$ cat src/rtl/seqlock_pkg.sv
package seqlock_pkg;

    localparam int SEED_W_DEF  = 4;
    localparam int KEY_W_DEF   = 8;
    localparam int KEY_LEN_DEF = 3;
    localparam int DATA_W_DEF  = 8;

    typedef enum logic [1:0] {
        PH_IDLE  = 2'd0,
        PH_FILL  = 2'd1,
        PH_HOLD  = 2'd2,
        PH_DRAIN = 2'd3
    } phase_e;

    // Successor of a functional phase (wraps after the last one).
    function automatic phase_e phase_next(phase_e p);
        phase_e n;
        case (p)
            PH_IDLE:  n = PH_FILL;
            PH_FILL:  n = PH_HOLD;
            PH_HOLD:  n = PH_DRAIN;
            default:  n = PH_IDLE;
        endcase
        return n;
    endfunction

    // Secret key word for a seed and a position on its path (32-bit, sliced by the user).
    function automatic logic [31:0] key_word_of(logic [31:0] seed, logic [31:0] idx);
        return ((seed * 32'h11) ^ 32'hA5) + idx * 32'h3B;
    endfunction

    // One bit of the per-phase data code: 0x00, 0x3C, 0xC3, 0xFF repeated per byte.
    function automatic logic code_bit(phase_e p, int unsigned bitpos);
        logic mid;
        mid = ((bitpos % 8) >= 2) && ((bitpos % 8) <= 5);
        case (p)
            PH_IDLE:  return 1'b0;
            PH_FILL:  return mid;
            PH_HOLD:  return !mid;
            default:  return 1'b1;
        endcase
    endfunction

endpackage

$ cat src/rtl/seqlock_keyrom.sv
module seqlock_keyrom
    import seqlock_pkg::*;
#(
    parameter int SEED_W  = SEED_W_DEF,
    parameter int KEY_W   = KEY_W_DEF,
    parameter int KEY_LEN = KEY_LEN_DEF,
    parameter int STEP_W  = 2
) (
    input  logic [SEED_W-1:0] seed,
    input  logic [STEP_W-1:0] step,
    output logic [KEY_W-1:0]  exp_key
);

    logic [KEY_W-1:0] words [KEY_LEN];

    // One computed key word per position on the path.
    for (genvar k = 0; k < KEY_LEN; k++) begin : g_word
        logic [31:0] full;
        assign full     = key_word_of(32'(seed), 32'(k));
        assign words[k] = full[KEY_W-1:0];
    end

    always_comb begin
        exp_key = '0;
        for (int k = 0; k < KEY_LEN; k++) begin
            if (step == STEP_W'(k)) begin
                exp_key = words[k];
            end
        end
    end

endmodule

$ cat src/rtl/seqlock_lockfsm.sv
module seqlock_lockfsm #(
    parameter int SEED_W  = 4,
    parameter int KEY_W   = 8,
    parameter int KEY_LEN = 3,
    parameter int STEP_W  = 2
) (
    input  logic              clk,
    input  logic              rst,
    input  logic [SEED_W-1:0] seed_in,
    input  logic              key_vld,
    input  logic [KEY_W-1:0]  key_word,
    input  logic [KEY_W-1:0]  exp_key,
    output logic              lock_q,
    output logic [SEED_W-1:0] seed_q,
    output logic [STEP_W-1:0] step_q
);

    localparam logic [STEP_W-1:0] LAST_STEP = STEP_W'(KEY_LEN - 1);

    logic word_ok;
    assign word_ok = (key_word == exp_key);

    always_ff @(posedge clk) begin
        if (rst) begin
            lock_q <= 1'b1;
            seed_q <= seed_in;
            step_q <= '0;
        end else if (lock_q && key_vld) begin
            if (!word_ok) begin
                step_q <= '0;
            end else if (step_q == LAST_STEP) begin
                lock_q <= 1'b0;
                step_q <= '0;
            end else begin
                step_q <= step_q + 1'b1;
            end
        end
    end

    a_r1_locked_after_reset: assert property (@(posedge clk) disable iff (rst)
        $past(rst) |-> lock_q);

    a_r2_seed_frozen: assert property (@(posedge clk) disable iff (rst)
        !$past(rst) |-> $stable(seed_q));

    a_r3_last_word_opens: assert property (@(posedge clk) disable iff (rst)
        (lock_q && key_vld && word_ok && step_q == LAST_STEP) |=> !lock_q);

    a_r4_wrong_word_restarts: assert property (@(posedge clk) disable iff (rst)
        (lock_q && key_vld && !word_ok) |=> (lock_q && step_q == '0));

    a_r5_gap_holds_progress: assert property (@(posedge clk) disable iff (rst)
        (lock_q && !key_vld) |=> (lock_q && $stable(step_q)));

    a_r8_open_stays_open: assert property (@(posedge clk) disable iff (rst)
        !lock_q |=> !lock_q);

endmodule

$ cat src/rtl/seqlock_core.sv
module seqlock_core
    import seqlock_pkg::*;
#(
    parameter int DATA_W = DATA_W_DEF
) (
    input  logic              clk,
    input  logic              rst,
    input  logic              hold,
    input  logic              adv,
    input  logic [DATA_W-1:0] din,
    output phase_e            phase_q,
    output logic [DATA_W-1:0] word
);

    logic [DATA_W-1:0] code;

    always_ff @(posedge clk) begin
        if (rst || hold) begin
            phase_q <= PH_IDLE;
        end else if (adv) begin
            phase_q <= phase_next(phase_q);
        end
    end

    for (genvar i = 0; i < DATA_W; i++) begin : g_code
        assign code[i] = code_bit(phase_q, i);
    end

    assign word = din ^ code;

    a_r7_idle_while_held: assert property (@(posedge clk) disable iff (rst)
        hold |-> phase_q == PH_IDLE);

    a_r9_advance_steps: assert property (@(posedge clk) disable iff (rst)
        (!hold && adv) |=> phase_q == phase_next($past(phase_q)));

    a_r10_open_at_idle: assert property (@(posedge clk) disable iff (rst)
        $fell(hold) |-> phase_q == PH_IDLE);

endmodule

$ cat src/rtl/seqlock_gate.sv
module seqlock_gate #(
    parameter int              DATA_W = 8,
    parameter logic [DATA_W+1:0] MASK = '1
) (
    input  logic              locked,
    input  logic [1:0]        f_phase,
    input  logic [DATA_W-1:0] f_word,
    output logic [1:0]        o_phase,
    output logic [DATA_W-1:0] o_word
);

    localparam int OUT_W = DATA_W + 2;

    logic [OUT_W-1:0] func_bus;
    logic [OUT_W-1:0] out_bus;

    assign func_bus = {f_phase, f_word};

    for (genvar i = 0; i < OUT_W; i++) begin : g_bit
        if (MASK[i]) begin : g_flip
            assign out_bus[i] = func_bus[i] ^ locked;
        end else begin : g_pass
            assign out_bus[i] = func_bus[i];
        end
    end

    assign {o_phase, o_word} = out_bus;

endmodule

$ cat src/rtl/seqlock_top.sv
module seqlock_top
    import seqlock_pkg::*;
#(
    parameter int SEED_W  = SEED_W_DEF,
    parameter int KEY_W   = KEY_W_DEF,
    parameter int KEY_LEN = KEY_LEN_DEF,
    parameter int DATA_W  = DATA_W_DEF,
    parameter logic [DATA_W+1:0] CORRUPT_MASK = (DATA_W + 2)'('h2B6)
) (
    input  logic              clk,
    input  logic              rst,
    input  logic [SEED_W-1:0] seed_in,
    input  logic              key_vld,
    input  logic [KEY_W-1:0]  key_word,
    input  logic              adv,
    input  logic [DATA_W-1:0] din,
    output logic [1:0]        out_phase,
    output logic [DATA_W-1:0] out_word,
    output logic              locked
);

    localparam int STEP_W = (KEY_LEN > 1) ? $clog2(KEY_LEN) : 1;

    logic [SEED_W-1:0] seed_q;
    logic [STEP_W-1:0] step_q;
    logic [KEY_W-1:0]  exp_key;
    logic              lock_q;
    phase_e            f_phase;
    logic [DATA_W-1:0] f_word;

    seqlock_keyrom #(
        .SEED_W (SEED_W),
        .KEY_W  (KEY_W),
        .KEY_LEN(KEY_LEN),
        .STEP_W (STEP_W)
    ) u_keyrom (
        .seed   (seed_q),
        .step   (step_q),
        .exp_key(exp_key)
    );

    seqlock_lockfsm #(
        .SEED_W (SEED_W),
        .KEY_W  (KEY_W),
        .KEY_LEN(KEY_LEN),
        .STEP_W (STEP_W)
    ) u_lock (
        .clk     (clk),
        .rst     (rst),
        .seed_in (seed_in),
        .key_vld (key_vld),
        .key_word(key_word),
        .exp_key (exp_key),
        .lock_q  (lock_q),
        .seed_q  (seed_q),
        .step_q  (step_q)
    );

    seqlock_core #(
        .DATA_W(DATA_W)
    ) u_core (
        .clk    (clk),
        .rst    (rst),
        .hold   (lock_q),
        .adv    (adv),
        .din    (din),
        .phase_q(f_phase),
        .word   (f_word)
    );

    seqlock_gate #(
        .DATA_W(DATA_W),
        .MASK  (CORRUPT_MASK)
    ) u_gate (
        .locked (lock_q),
        .f_phase(f_phase),
        .f_word (f_word),
        .o_phase(out_phase),
        .o_word (out_word)
    );

    assign locked = lock_q;

endmodule

$ cat config.mk
export PLATFORM = sky130hd
export DESIGN_NAME = seqlock_top
export DESIGN_NICKNAME = d
export VERILOG_FILES = /design/src/rtl/seqlock_pkg.sv /design/src/rtl/seqlock_keyrom.sv /design/src/rtl/seqlock_lockfsm.sv /design/src/rtl/seqlock_core.sv /design/src/rtl/seqlock_gate.sv /design/src/rtl/seqlock_top.sv
export SDC_FILE = /design/constraint.sdc
export NUM_CORES = 1
export LEC_CHECK = 0
export BUFFER_PORTS_ARGS = -buffer_cell sky130_fd_sc_hd__buf_2
export CELL_PAD_IN_SITES_DETAIL_PLACEMENT = 1
export CELL_PAD_IN_SITES_GLOBAL_PLACEMENT = 1
export CORE_ASPECT_RATIO = 1.75
export CORE_MARGIN = 3
export CORE_UTILIZATION = 36
export DETAILED_ROUTE_END_ITERATION = 8
export HOLD_SLACK_MARGIN = 0.03
export PLACE_DENSITY_LB_ADDON = 0.1
export SLEW_MARGIN = 20
export SYNTH_ARGS = -nofsm -noshare
export SYNTH_HDL_FRONTEND = slang
export SYNTH_SLANG_ARGS = --single-unit
$ cat constraint.sdc
create_clock -name clk -period 2.8 [get_ports clk]
set_input_delay 0.28 -clock clk [delete_from_list [all_inputs] [get_ports clk]]
set_output_delay 0.28 -clock clk [all_outputs]
set_load 0.1 [all_outputs]
==> impl_metrics.toml <==
[route]
viasPerCell = 5.773
drtIter0Drc = 7
drc_errors = 0
dr_total_vias = 1120
antenna_left = 0
wl_per_cell_um = 16.20
firstDrtPassIters = 4
wirelength_um = 3143

[sta]
rsz0062_at_grt = "no"
tightest_slew_ps = 641.6
finalMaxSlewViolations = 0
setup_viol = 0
hold_viol_final = 0
period_needed_ps = 2420
period_share_pct = 86.42
max_freq_ghz = 0.4133
clock_skew_ps = 2.692
slew_headroom_pct = 57.01

[final_layout]
fin_util_pct = 52.31
area_growth_pct = 33.79
layout-drive-gt1-share_pct = 31.14
fill_cells = 348
multiInputGateArea_um2 = 889.6
antenna_cells = 0
seq_area_um2 = 220.2
finish.instance_area_um2 = 1456
fin_nets = 203

[global_route]
use_met3_pct = 1.587
grt_start_max_net_pins = 20
grt_util_met1_pct = 19.11
grtUsageTotal_pct = 18.34
grt_overflow_total = 0
grt_antenna_before_repair = 0
met2_usage_pct = 34.01
grt_pass1_wl_um = 5202
busiest_layer = "met2"
grt_pass1_vias = 1196

[clocking]
cts_sinks = 9
cts_resized = 0
root_buffer = "clkbuf_8"
clk_pin_slew_worst_paths_ps = 50
cts.hold.buffers_added = 0
cts_setup_buffers = 0
h-tree-depth = 1
tritoncts = "yes"
clk_latency_ps = 230
cts_buffers = 3
cts_max_path_buffers = 2

[synth]
ys_ff_latch = 9
synth_cell_type_count = 46
synth_warnings = 0
syn-num-nets = 169
synth_cells = 134
synth-seq-area-share_pct = 20.23
syn-mean-instance-area_um2 = 8.123
syn_area_um2 = 1089

[floorplanning]
die_area_um2 = 3745
initial_utilization_pct = 39.10
num_rows = 25
io_pins = 35
fp.dieW_um = 47.57
die_height_um = 78.74
core_area_um2 = 2784

[power_and_ir_drop]
power.switching_uw = 172.0
pwr-share-comb_pct = 37.9
power.share.clock_pct = 30.6
power_leakage_uw = 0.0006387
power_density_nw_per_um2 = 332.2
p_int_uw = 311.8
ir_worst_vdd_mv = 0.1675
seq_power_share_pct = 31.5
switching_share_pct = 35.56

[critical_path]
worstSetupPathType = "flip-flop to output port"
critPathRequiredTime_ps = 2520
cp-end-kind = "output port"
critPathArrivalTime_ps = 2140
start_kind = "flip-flop"
cp_max_fo = 6

[hold_path]
hold_path.class = "input port to flip-flop"

[placed_design]
routabilityCongestion = 0.8729
io_buffers = 34
place_area_um2 = 1404
dp_hpwl_um = 2532

[status]
outcome = "finished, final reports clean"

[job]
maxCapViolCount = 0
==> routing by layer <==
layer	part of all wire (%)	up-vias
met5	0	-
met4	2.4	0
li1	-	542
met2	58	30
met3	4.7	6
met1	35	542
==> power by group through the flow <==
stage               Clock, µW  Combinational, µW  Sequential [µW]
floorplan                   0                128              150
global placement            0                178              154
detailed placement          0                184              154
CTS                       153                185              152
global route              163                199              153
finish                    148                183              152
==> worst paths after layout <==
check                     from                 to  slack, ps  cells past startpoint
min                 seed_in[2]   u_lock.seed_q[2]        230                      1
max          u_core.phase_q[1]        out_word[4]        380                      6
min reg2reg  u_core.phase_q[0]  u_core.phase_q[0]        530                      2
max reg2reg   u_lock.seed_q[2]   u_lock.step_q[0]        410                      8
==> synthesized netlist by cell type (all sizes together) <==
library cell	number	area share [%]
nor2	15	5.4
ha	11	13
nand2	9	3.1
xor2	9	7.2
inv	8	2.8
xnor2	8	6.4
a21oi	7	3.2
buf	7	3.9
nor3	6	2.8
dfxtp	5	9.2
a211oi	4	3.2
edfxtp	4	11
o21ai	4	1.8
a31oi	3	1.7
mux2i	3	2.8
nand2b	3	2.0
a31o	2	1.6
and2	2	1.1
mux2	2	2.4
nor4	2	1.1
o221ai	2	1.6
a2111oi	1	0.80
a211o	1	0.80
a21boi	1	0.69
a311oi	1	0.80
and3	1	0.58
and4b	1	0.92
clkbuf	1	0.34
nor2b	1	0.58
nor4b	1	0.80
nor4bb	1	0.92
o2111ai	1	0.80
o211a	1	0.92
o21a	1	0.69
o22ai	1	0.58
o31ai	1	0.69
o41ai	1	0.80
or2	1	0.58
or3	1	0.58
==> area by class of cell <==
class,instances,area share (%)
multi-input combinational,109,61.08
timing repair buffer,37,16.32
tap,27,2.320
clock buffer,4,3.093
sequential,9,15.12
inverter,8,2.062
==> cell families (layout without fill, tap and decap cells) <==
group                      Yosys count  count (layout)  share of synthesized area, %
AOI/OAI and AO/OA                   32              32                         20.81
xor gates and xnor gates            17              17                         13.68
adders and majority gates           11              11                         12.64
buffers and inverters               16              49                         7.011
DFF                                  9               9                         20.23
muxes                                5               5                         5.172
and+or+nand+nor                     44              44                         20.46
==> sequential cells by signal, indices dropped and copies added, names as in the netlist <==
register and cells:
u_lock.step_q 2, u_core.phase_q 2, u_lock.seed_q 4, u_lock.lock_q 1
==> stage by stage <==
stage	total power (µW)	TNS [ps]	hold slack [ps]	instances	setup slack, ps
floorplan	278.5	-452.8	356.8	134	-452.8
global placement	332.4	0	456.0	190	474.3
detailed placement	337.9	0	461.4	190	420.6
CTS	489.7	0	223.1	194	184.8
global route	514.9	0	221.6	194	189.9
finish	483.8	0	230.4	194	380.2
==> placed cells by master, fill, tap and decap left out, types with 5 or more instances in the layout <==
master   synthesis  final
buf_2            4     31
nor2_1          14     14
ha_1            11     11
nand2_1          9      9
inv_1            8      8
xor2_1           9      7
a21oi_1          7      7
nor3_1           6      6
dfxtp_1          5      5
==> critical path: stages (launching register included) <==
cell and delay (ps):
dfxtp_1 530, inv_1 130, ha_1 230, nor2_1 320, xnor2_2 270, xnor2_4 240, buf_12 190
Power figures use the tool's default switching activity.
